--- config.mk ---
export PLATFORM = sky130hd
export DESIGN_NAME = fetch_status_ctrl
export DESIGN_NICKNAME = d
export VERILOG_FILES = /design/src/rtl/fsc_pkg.sv /design/src/rtl/fsc_stall_flags.sv /design/src/rtl/fsc_thread_fsm.sv /design/src/rtl/fsc_stage_activity.sv /design/src/rtl/fetch_status_ctrl.sv
export SDC_FILE = /design/constraint.sdc
export NUM_CORES = 1
export LEC_CHECK = 0
export BUFFER_PORTS_ARGS = -buffer_cell sky130_fd_sc_hd__clkbuf_2
export CAP_MARGIN = 40
export CORE_UTILIZATION = 41
export CTS_BUF_LIST = sky130_fd_sc_hd__clkbuf_8
export CTS_CLUSTER_DIAMETER = 150
export CTS_CLUSTER_SIZE = 24
export DETAILED_ROUTE_END_ITERATION = 10
export PLACE_DENSITY = 0.79
export SETUP_SLACK_MARGIN = 0.3
export SLEW_MARGIN = 40
export SYNTH_ARGS = -nofsm -noshare
export SYNTH_HDL_FRONTEND = slang
export SYNTH_SLANG_ARGS = --single-unit
--- constraint.sdc ---
create_clock -name clk -period 2.1 [get_ports clk]
set_input_delay 0.42 -clock clk [delete_from_list [all_inputs] [get_ports clk]]
set_output_delay 0.42 -clock clk [all_outputs]
set_load 0.005 [all_outputs]
--- src/rtl/fsc_pkg.sv ---
package fsc_pkg;

   localparam int STATE_W = 4;

   typedef enum logic [STATE_W-1:0] {
      TS_RUN        = 4'd0,
      TS_IDLE       = 4'd1,
      TS_SQUASH     = 4'd2,
      TS_BLOCKED    = 4'd3,
      TS_TRAP       = 4'd4,
      TS_QUIESCE    = 4'd5,
      TS_WAIT_RESP  = 4'd6,
      TS_WAIT_RETRY = 4'd7,
      TS_LINE_READY = 4'd8
   } thr_state_e;

endpackage

--- src/rtl/fsc_stall_flags.sv ---
module fsc_stall_flags #(
   parameter int NUM_SRC = 4
) (
   input  logic               clk,
   input  logic               rst_n,
   input  logic [NUM_SRC-1:0] set_pulse,
   input  logic [NUM_SRC-1:0] clr_pulse,
   output logic               any_now
);

   logic [NUM_SRC-1:0] flags_q;
   logic [NUM_SRC-1:0] flags_d;

   // a set wins over a clear; the pair is illegal anyway
   always_comb begin
      flags_d = (flags_q & ~clr_pulse) | set_pulse;
      any_now = |flags_d;
   end

   always_ff @(posedge clk) begin
      if (!rst_n) flags_q <= '0;
      else        flags_q <= flags_d;
   end

   for (genvar s = 0; s < NUM_SRC; s++) begin : g_chk
      AST_CLEAR_LEGAL: assert property (@(posedge clk) disable iff (!rst_n)
         clr_pulse[s] |-> (flags_q[s] && !set_pulse[s]));
      AST_FLAG_STICKY: assert property (@(posedge clk) disable iff (!rst_n)
         (flags_q[s] && !clr_pulse[s]) |=> flags_q[s]);
      AST_FLAG_RAISE: assert property (@(posedge clk) disable iff (!rst_n)
         set_pulse[s] |=> flags_q[s]);
   end

endmodule

--- src/rtl/fsc_thread_fsm.sv ---
module fsc_thread_fsm
   import fsc_pkg::*;
#(
   parameter int PC_W = 32
) (
   input  logic            clk,
   input  logic            rst_n,
   input  logic            stalled,
   input  logic            cmt_sq,
   input  logic [PC_W-1:0] cmt_pc,
   input  logic            rob_sq,
   input  logic            dec_sq,
   input  logic [PC_W-1:0] dec_pc,
   input  logic            line_fill,
   input  logic            fetch_go,
   input  logic            req_sent,
   input  logic            req_nack,
   input  logic            retry_sent,
   input  logic            fetch_fault,
   input  logic            quiesce_hit,
   output thr_state_e      state,
   output logic            changed,
   output logic            redir_valid,
   output logic [PC_W-1:0] redir_pc,
   output logic            redir_from_commit
);

   thr_state_e      state_q, state_d;
   logic            changed_q;
   logic            redir_q, redir_d;
   logic [PC_W-1:0] pc_q, pc_d;
   logic            src_q, src_d;
   logic            waiting;

   assign waiting = (state_q == TS_WAIT_RESP) || (state_q == TS_WAIT_RETRY);

   always_comb begin
      state_d = state_q;
      redir_d = 1'b0;
      pc_d    = pc_q;
      src_d   = src_q;
      if (cmt_sq) begin
         state_d = TS_SQUASH;
         redir_d = 1'b1;
         pc_d    = cmt_pc;
         src_d   = 1'b1;
      end else if (rob_sq) begin
         state_d = TS_SQUASH;
      end else if (dec_sq && state_q != TS_SQUASH) begin
         state_d = TS_SQUASH;
         redir_d = 1'b1;
         pc_d    = dec_pc;
         src_d   = 1'b0;
      end else if (stalled && !waiting) begin
         state_d = TS_BLOCKED;
      end else if (state_q == TS_BLOCKED || state_q == TS_SQUASH) begin
         state_d = TS_RUN;
      end else begin
         case (state_q)
            TS_RUN: begin
               if (fetch_fault)      state_d = TS_TRAP;
               else if (quiesce_hit) state_d = TS_QUIESCE;
               else if (req_nack)    state_d = TS_WAIT_RETRY;
               else if (req_sent)    state_d = TS_WAIT_RESP;
            end
            TS_WAIT_RESP: begin
               if (line_fill) state_d = stalled ? TS_BLOCKED : TS_LINE_READY;
            end
            TS_WAIT_RETRY: begin
               if (retry_sent) state_d = TS_WAIT_RESP;
            end
            TS_LINE_READY: begin
               if (fetch_go) state_d = TS_RUN;
            end
            default: state_d = state_q;
         endcase
      end
   end

   always_ff @(posedge clk) begin
      if (!rst_n) begin
         state_q   <= TS_RUN;
         changed_q <= 1'b0;
         redir_q   <= 1'b0;
         pc_q      <= '0;
         src_q     <= 1'b0;
      end else begin
         state_q   <= state_d;
         changed_q <= (state_d != state_q);
         redir_q   <= redir_d;
         pc_q      <= pc_d;
         src_q     <= src_d;
      end
   end

   assign state             = state_q;
   assign changed           = changed_q;
   assign redir_valid       = redir_q;
   assign redir_pc          = pc_q;
   assign redir_from_commit = src_q;

   AST_COMMIT_WINS: assert property (@(posedge clk) disable iff (!rst_n)
      cmt_sq |=> (state_q == TS_SQUASH && redir_q && src_q && pc_q == $past(cmt_pc)));
   AST_FLUSH_HOLDS: assert property (@(posedge clk) disable iff (!rst_n)
      (rob_sq && !cmt_sq) |=> (state_q == TS_SQUASH && !redir_q));
   AST_DECODE_IGNORED: assert property (@(posedge clk) disable iff (!rst_n)
      (dec_sq && !cmt_sq && state_q == TS_SQUASH) |=> !redir_q);
   AST_RETRY_KEEPS: assert property (@(posedge clk) disable iff (!rst_n)
      (stalled && state_q == TS_WAIT_RETRY && !cmt_sq && !rob_sq && !dec_sq && !retry_sent)
      |=> state_q == TS_WAIT_RETRY);
   AST_FILL_STRAY: assert property (@(posedge clk) disable iff (!rst_n)
      (line_fill && state_q == TS_RUN && !cmt_sq && !rob_sq && !dec_sq && !stalled)
      |=> state_q != TS_LINE_READY);
   AST_CHANGE_PULSE: assert property (@(posedge clk) disable iff (!rst_n)
      changed_q == (state_q != $past(state_q)));

endmodule

--- src/rtl/fsc_stage_activity.sv ---
module fsc_stage_activity
   import fsc_pkg::*;
#(
   parameter int NUM_THREADS = 2,
   parameter bit REGISTERED  = 1'b0
) (
   input  logic                           clk,
   input  logic                           rst_n,
   input  logic [NUM_THREADS-1:0]         thread_active,
   input  logic [NUM_THREADS*STATE_W-1:0] state_flat,
   output logic                           active
);

   logic [NUM_THREADS-1:0] can_go;
   logic                   any_go;

   for (genvar t = 0; t < NUM_THREADS; t++) begin : g_thr
      thr_state_e st;
      assign st = thr_state_e'(state_flat[t*STATE_W +: STATE_W]);
      assign can_go[t] = thread_active[t] &&
                         (st == TS_RUN || st == TS_SQUASH || st == TS_LINE_READY);
   end

   assign any_go = |can_go;

   if (REGISTERED) begin : g_reg
      logic active_q;
      always_ff @(posedge clk) begin
         if (!rst_n) active_q <= 1'b0;
         else        active_q <= any_go;
      end
      assign active = active_q;
      AST_IDLE_MASK: assert property (@(posedge clk) disable iff (!rst_n)
         (thread_active == '0) |=> !active);
   end else begin : g_comb
      assign active = any_go;
      AST_IDLE_MASK: assert property (@(posedge clk) disable iff (!rst_n)
         (thread_active == '0) |-> !active);
   end

endmodule

--- src/rtl/fetch_status_ctrl.sv ---
module fetch_status_ctrl
   import fsc_pkg::*;
#(
   parameter int NUM_THREADS       = 2,
   parameter int PC_W              = 32,
   parameter int NUM_STALL_SRC     = 4,
   parameter bit ACTIVE_REGISTERED = 1'b0
) (
   input  logic                               clk,
   input  logic                               rst_n,
   input  logic [NUM_THREADS-1:0]             thread_active,
   input  logic                               ctx_switch_stall,
   input  logic [NUM_THREADS*NUM_STALL_SRC-1:0] stall_set,
   input  logic [NUM_THREADS*NUM_STALL_SRC-1:0] stall_clr,
   input  logic [NUM_THREADS-1:0]             commit_squash,
   input  logic [NUM_THREADS*PC_W-1:0]        commit_pc,
   input  logic [NUM_THREADS-1:0]             rob_flushing,
   input  logic [NUM_THREADS-1:0]             decode_squash,
   input  logic [NUM_THREADS*PC_W-1:0]        decode_pc,
   input  logic [NUM_THREADS-1:0]             line_fill,
   input  logic [NUM_THREADS-1:0]             fetch_go,
   input  logic [NUM_THREADS-1:0]             req_sent,
   input  logic [NUM_THREADS-1:0]             req_nack,
   input  logic [NUM_THREADS-1:0]             retry_sent,
   input  logic [NUM_THREADS-1:0]             fetch_fault,
   input  logic [NUM_THREADS-1:0]             quiesce_hit,
   output logic [NUM_THREADS*STATE_W-1:0]     thread_state,
   output logic [NUM_THREADS-1:0]             state_changed,
   output logic [NUM_THREADS-1:0]             redirect_valid,
   output logic [NUM_THREADS*PC_W-1:0]        redirect_pc,
   output logic [NUM_THREADS-1:0]             redirect_from_commit,
   output logic                               stage_active
);

   localparam int NS = NUM_STALL_SRC;
   localparam int SW = STATE_W;

   if (NUM_THREADS < 1 || NUM_THREADS > 16) begin : g_bad_threads
      $error("fetch_status_ctrl: NUM_THREADS must lie in 1..16");
   end
   if (PC_W < 8 || PC_W > 64) begin : g_bad_pc
      $error("fetch_status_ctrl: PC_W must lie in 8..64");
   end
   if (NUM_STALL_SRC < 1 || NUM_STALL_SRC > 8) begin : g_bad_src
      $error("fetch_status_ctrl: NUM_STALL_SRC must lie in 1..8");
   end

   logic [NUM_THREADS-1:0] stall_any;

   for (genvar t = 0; t < NUM_THREADS; t++) begin : g_thread
      thr_state_e st;

      fsc_stall_flags #(.NUM_SRC(NS)) u_flags (
         .clk       (clk),
         .rst_n     (rst_n),
         .set_pulse (stall_set[t*NS +: NS]),
         .clr_pulse (stall_clr[t*NS +: NS]),
         .any_now   (stall_any[t])
      );

      fsc_thread_fsm #(.PC_W(PC_W)) u_fsm (
         .clk               (clk),
         .rst_n             (rst_n),
         .stalled           (stall_any[t] | ctx_switch_stall),
         .cmt_sq            (commit_squash[t]),
         .cmt_pc            (commit_pc[t*PC_W +: PC_W]),
         .rob_sq            (rob_flushing[t]),
         .dec_sq            (decode_squash[t]),
         .dec_pc            (decode_pc[t*PC_W +: PC_W]),
         .line_fill         (line_fill[t]),
         .fetch_go          (fetch_go[t]),
         .req_sent          (req_sent[t]),
         .req_nack          (req_nack[t]),
         .retry_sent        (retry_sent[t]),
         .fetch_fault       (fetch_fault[t]),
         .quiesce_hit       (quiesce_hit[t]),
         .state             (st),
         .changed           (state_changed[t]),
         .redir_valid       (redirect_valid[t]),
         .redir_pc          (redirect_pc[t*PC_W +: PC_W]),
         .redir_from_commit (redirect_from_commit[t])
      );

      assign thread_state[t*SW +: SW] = st;

      AST_BLOCKED_WHEN_STALLED: assert property (@(posedge clk) disable iff (!rst_n)
         (ctx_switch_stall && !commit_squash[t] && !rob_flushing[t] && !decode_squash[t]
          && st == TS_RUN) |=> thread_state[t*SW +: SW] == TS_BLOCKED);
   end

   fsc_stage_activity #(
      .NUM_THREADS (NUM_THREADS),
      .REGISTERED  (ACTIVE_REGISTERED)
   ) u_activity (
      .clk           (clk),
      .rst_n         (rst_n),
      .thread_active (thread_active),
      .state_flat    (thread_state),
      .active        (stage_active)
   );

endmodule

# After elaboration in Yosys (flattened, before gate mapping)
# Cells that the tools add are included.
[word_totals] ff_bits=86 input_bits=169 output_inout_bits=79 elab_cells=107
[classes] eq_ne=16 n_mux=46 bitwise=8 n_reduce_logical=25
[op_table] cell="$mux W32" n=6
[op_table] cell="$mux W4" n=26
[op_table] cell="$pmux W4 S4" n=2
[op_table] cell="$eq A4 B2 Y1 const B" n=4
[op_table] cell="$eq A4 B3 Y1 const B" n=4
[op_table] cell="$mux W1" n=12
[op_table] cell="$and A4 B4 Y4" n=2
[op_table] cell="$eq A4 B4 Y1 const B" n=2
[op_table] cell="$logic_not A4 Y1" n=2
[op_table] cell="$logic_or A1 B1 Y1" n=8
[op_table] cell="$ne A4 B2 Y1 const B" n=2
[op_table] cell="$ne A4 B4 Y1" n=2
[op_table] cell="$not A4 Y4" n=2
[op_table] cell="$or A4 B4 Y4" n=2
[op_table] cell="$reduce_or A4 Y1" n=2
[op_table] cell="$logic_and A1 B1 Y1" n=6
[op_table] cell="$ne A2 B2 Y1 const B" n=2
[op_table] cell="$reduce_and A2 Y1" n=2
[op_table] cell="$reduce_bool A2 Y1" n=2
[op_table] cell="$logic_not A1 Y1" n=2
[op_table] cell="$or A1 B1 Y1" n=2
[op_table] cell="$reduce_or A2 Y1" n=1

# Logic depth before layout (Yosys ltp)
[logic_depth] ltp_word=14 mapped_depth=9 mapped_depth_nobuf=6

# Cells and area by module
# A second synthesis with hierarchy kept.
[unflattened] cells_unflattened=483 hier_area_um2=4282.9
[by_module_without_submodules] mod="fsc_thread_fsm (g_thread[0].u_fsm)" n_inst=1 cells_per_inst=244 area_per_inst_um2=2062.0 seq_area_each_um2=780.7
[by_module_without_submodules] mod="fsc_thread_fsm (g_thread[1].u_fsm)" n_inst=1 cells_per_inst=197 area_per_inst_um2=1853.0 seq_area_each_um2=780.7
[by_module_without_submodules] mod="fsc_stall_flags" n_inst=2 cells_per_inst=17 area_per_inst_um2=161.4 seq_area_each_um2=80.1
[by_module_without_submodules] mod="fsc_stage_activity" n_inst=1 cells_per_inst=6 area_per_inst_um2=32.5 seq_area_each_um2=0.0
[by_module_without_submodules] mod="fetch_status_ctrl" n_inst=1 cells_per_inst=2 area_per_inst_um2=12.5 seq_area_each_um2=0.0

# Worst setup path before layout
# No wires, ideal clock.
[synth_path] path_kind="input port to flip-flop" startpoint="in stall_clr[0]" endpoint="reg g_thread[0].u_fsm.changed_q" setup_ns=0.133 arrival_ns=2.001 required_ns=1.967 path_slack_ns=-0.033 cell_stages=6 n_path_buf=0 cell_sequence="inv_1 > a2111oi_0 > nand3_1 > or4_1 > o211ai_2 > a31oi_1"
[synth_via] elab_chain_len=14 word_cells_on_any_way=15 cone_classes="eq/ne (1); mux (8); bitwise (4); reduce/logical (2)"
[synth_rtl] item="start: declaration" line_no="fetch_status_ctrl.sv:14" text="input logic [NUM_THREADS*NUM_STALL_SRC-1:0] stall_clr,"
[synth_rtl] item="$not A4 Y4 (*)" line_no="fsc_stall_flags.sv:16" text="flags_d = (flags_q & ~clr_pulse) | set_pulse;"
[synth_rtl] item="$and A4 B4 Y4 (*)" line_no="fsc_stall_flags.sv:16"
[synth_rtl] item="$or A4 B4 Y4 (*)" line_no="fsc_stall_flags.sv:16"
[synth_rtl] item="$reduce_or A4 Y1 (*)" line_no="fsc_stall_flags.sv:17" text="any_now = |flags_d;"
[synth_rtl] item="$or A1 B1 Y1 (*)" line_no="fetch_status_ctrl.sv:64" text=".stalled (stall_any[t] | ctx_switch_stall),"
[synth_rtl] item="$mux W4 (2 in a row)" line_no="fsc_thread_fsm.sv:67" text="if (line_fill) state_d = stalled ? TS_BLOCKED : TS_LINE_READY;"
[synth_rtl] item="$pmux W4 S4" line_no="fsc_thread_fsm.sv:59" text="case (state_q)"
[synth_rtl] item="$mux W4" line_no="fsc_thread_fsm.sv:56" text="end else if (state_q == TS_BLOCKED || state_q == TS_SQUASH) begin"
[synth_rtl] item="$mux W4 (*)" line_no="fsc_thread_fsm.sv:54" text="end else if (stalled && !waiting) begin"
[synth_rtl] item="$mux W4 (*)" line_no="fsc_thread_fsm.sv:49" text="end else if (dec_sq && state_q != TS_SQUASH) begin"
[synth_rtl] item="$mux W4 (*)" line_no="fsc_thread_fsm.sv:47" text="end else if (rob_sq) begin"
[synth_rtl] item="$mux W4 (*)" line_no="fsc_thread_fsm.sv:42" text="if (cmt_sq) begin"
[synth_rtl] item="$ne A4 B4 Y1 (*)" line_no="fsc_thread_fsm.sv:89" text="changed_q <= (state_d != state_q);"
[synth_rtl] item="end signal: assignment" line_no="fsc_thread_fsm.sv:89"
[synth_rtl] item="end: declaration" line_no="fsc_thread_fsm.sv:29" text="logic changed_q;"
# Mark *: on every way between the ends. The rest lies on a longest branch, timed or not.
# A chain may end at the register's enable or synchronous reset.

# Worst setup path after layout
[layout_path] startpoint="reg g_thread[0].u_fsm.state_q[0]" endpoint="reg g_thread[0].u_fsm.pc_q[17]"
[layout_via] elab_chain_len=4
[layout_rtl] item="start: declaration" line_no="fsc_thread_fsm.sv:28" text="thr_state_e state_q, state_d;"
[layout_rtl] item="start signal: assignment" line_no="fsc_thread_fsm.sv:88" text="state_q <= state_d;"
[layout_rtl] item="$ne A4 B2 Y1" line_no="fsc_thread_fsm.sv:49"
[layout_rtl] item="$logic_and A1 B1 Y1" line_no="fsc_thread_fsm.sv:49"
[layout_rtl] item="$reduce_bool A2 Y1 (no source line)"
[layout_rtl] item="$reduce_and A2 Y1 (no source line)"
[layout_rtl] item="end signal: assignment" line_no="fsc_thread_fsm.sv:91" text="pc_q <= pc_d;"
[layout_rtl] item="end: declaration" line_no="fsc_thread_fsm.sv:31" text="logic [PC_W-1:0] pc_q, pc_d;"
# Every way passes these cells.

==> impl_metrics.ini <==
[synthesis]
ys_top_cells_by_area = dfxtp_1, mux2i_1, nor2_1
synth_seq_area_share_pct = 40.8
synth_top_area_share_pct = 40.8
synth-edff-count = 0
async_flop_share_pct = 0
netlist_instances = 488
yosys.cell_types.count = 50
synth_common_cells = nor2_1, dfxtp_1, mux2i_1, a21oi_1, mux2_2
syn_nets = 657
synth.avg_cell_area_um2 = 8.64
dominantRegCellSynth = dfxtp_1
synth_area_leader_cell = dfxtp_1
ys_ff_latch = 86
synth.most_common_cell = nor2_1
yosysWarnings = 0
synth_area_um2 = 4220

[route]
finalWirelength_um = 13500
first_pass_iters = 4
drtIter0Drc = 68
wl_per_cell_um = 15.2
vias_per_cell = 5.11
ant_nets = 0
drc_errors = 0
vias = 4534

[sta]
tightestPinTransition_ns = 0.605
hold_violations = 0
fmax_ghz = 0.488
holdWs_ns = 0.285
slew_viol_final = 0
period_needed_ns = 2.05
setup_violations = 0
relSlewSlack_pct = 59.7
timing.final.crit_share_pct = 97.6
fin_worst_skew_ns = 0.0100
rsz0062_at_grt = yes

[setup_path]
crit_type = reg2reg
required_ns = 2.33
worstSetupStartpoint = g_thread[0].u_fsm.state[0]$_SDFF_PN0_
rr_startpoint = g_thread[0].u_fsm.state[0]$_SDFF_PN0_
startpoint_type = flop
arrival_ns = 2.28
endpoint = g_thread[0].u_fsm.redir_pc[17]$_SDFFE_PN0P_
reg2reg_to = g_thread[0].u_fsm.redir_pc[17]$_SDFFE_PN0P_
cp_max_fo = 8
r2r_cells = 8
reg2reg_slack_ns = 0.05
crit_path_end_kind = flop

[grt]
grt_pass1_wl_um = 18600
grt_max_degree = 67
track_usage_pct = 22.8
grt_pass1_vias = 4130
antenna_found_initial = 0
grt-ovfl-total = 0

[clock_network]
cts_sinks = 86
clockBufferDepth = 2
clk_latency_ns = 0.36
clkTransAtPathRegs_ns = 0.09
tritoncts = done
htree_levels = 3
cts_buffers = 9
root_buffer = clkbuf_8

[hold_path]
holdCritPathClass = in2reg

[floorplanning]
row_count = 36
design.core.area_um2 = 9860
fp.dieW_um = 103
die-area_um2 = 10700
die_y_um = 103
initial_core_util_pct = 42.8
ioPinCount = 248

[layout]
fin_util_pct = 64.9
layout-drive-gt1-share_pct = 49.3
n_antenna_cell = 0
n_fill_cell = 778
final_cell_area_um2 = 6400
fin_nets = 919
area_growth_syn_to_layout_pct = 51.7

[placed_design]
gp_congestion = 0.850
placement.io_buffers = 247
placed_area_um2 = 5630
dp_hpwl_um = 9150

[power_and_ir_drop]
powerDensity_nw_per_um2 = 629
ir_drop_mv = 0.357
p_leak_nw = 3.13
p_total_mw = 4.03

[run]
max-cap-violations = 0

[run_status]
status = completed
==> worst max-delay path, stage by stage (launching register included) <==
cell     delay (ns)
dfxtp_2        0.32
or4b_4         0.54
and3b_2        0.31
buf_6          0.15
buf_16         0.14
mux2i_1        0.16
nor2_1         0.09
a21oi_2        0.16
nor2_1         0.06
==> repair_timing <==
action,4_1_cts,5_1_grt
pin swaps,9,39
setup buffers,11,6
resized for setup,12,36
gates cloned,4,4
hold buffers,0,0
setup endpoints to repair,55,65
==> registers in the layout, indices dropped and copies added (netlist names) <==
register / count
g_thread.u_fsm.state: 8
g_thread.u_fsm.redir_pc: 64
g_thread.u_flags.flags_q: 8
g_thread.u_fsm.redir_valid: 2
g_thread.u_fsm.changed: 2
g_thread.u_fsm.redir_from_commit: 2
==> metrics by stage <==
step / cells / worst slack, ns / TNS (ns)
2_1_floorplan: 488 / 0.0156 / 0
3_3_place_gp: 846 / 0.0635 / 0
3_5_place_dp: 847 / 0.0342 / 0
4_1_cts: 878 / 0.116 / 0
5_1_grt: 888 / -0.0334 / -0.0579
6_report: 888 / 0.0497 / 0
==> power by group <==
part / switching, mW / total [mW] / leakage (nW) / internal [mW]
Clock: 0.606 / 1.43 / 0.124 / 0.821
Combinational: 0.373 / 0.816 / 2.30 / 0.442
Sequential: 0.0527 / 1.79 / 0.714 / 1.73
==> placed cells by master (no fill, tap or decap), types with 7 or more instances in the layout <==
cell	count
a21oi_1	39
buf_4	19
buf_6	13
clkbuf_2	247
clkbuf_8	10
dfxtp_1	81
inv_1	11
mux2_2	30
mux2i_1	63
nand2_1	7
nor2_1	127
nor3_1	9
o21ai_0	11
==> how the worst min path moves through the flow <==
stage	start	to	slack (ns)	cells past startpoint
after global routing	commit_pc[43]	g_thread[1].u_fsm.redir_pc[11]$_SDFFE_PN0P_	0.29	3
after global placement	g_thread[1].u_flags.flags_q[2]$_SDFF_PN0_	g_thread[1].u_flags.flags_q[2]$_SDFF_PN0_	0.46	2
after CTS	stall_set[5]	g_thread[1].u_flags.flags_q[1]$_SDFF_PN0_	0.28	3
final	stall_set[5]	g_thread[1].u_flags.flags_q[1]$_SDFF_PN0_	0.28	3
after detailed placement	g_thread[1].u_flags.flags_q[2]$_SDFF_PN0_	g_thread[1].u_flags.flags_q[2]$_SDFF_PN0_	0.48	2
after floorplan	g_thread[1].u_flags.flags_q[0]$_SDFF_PN0_	g_thread[1].u_flags.flags_q[0]$_SDFF_PN0_	0.44	2
==> logic make-up after synthesis <==
logic type | count (synthesis) | synth area share [%]
AO/OA/AOI/OAI | 77 | 11.1
XOR/XNOR | 2 | 0.415
AND/OR/NAND/NOR | 175 | 18.2
flip-flops | 86 | 40.8
buffers and inverters | 51 | 5.52
multiplexers | 97 | 24.0
==> area by class of cell <==
| cell class | count | area (µm²) | share of cell area (%) |
|---|---|---|---|
| well taps | 133 | 166 | 2.60 |
| clock buffers | 10 | 138 | 2.15 |
| flip-flops and latches | 86 | 1730 | 27.0 |
| multi-input cells | 351 | 2420 | 37.9 |
| inverters | 12 | 45.0 | 0.704 |
| repair buffers | 290 | 1790 | 27.9 |
| clock inverters | 6 | 110 | 1.72 |
==> metal layers <==
layer / wire length [µm] / GRT usage (%) / vias up / part of all wire [%]
li1: - / - / 2208 / -
met4: 474 / 9.75 / 0 / 3.5
met5: 0 / 0 / - / 0
met1: 5320 / 23.1 / 2085 / 39
met2: 6850 / 44.9 / 207 / 51
met3: 853 / 4.23 / 34 / 6.3
Note: power is estimated with default switching activity, not from simulation.
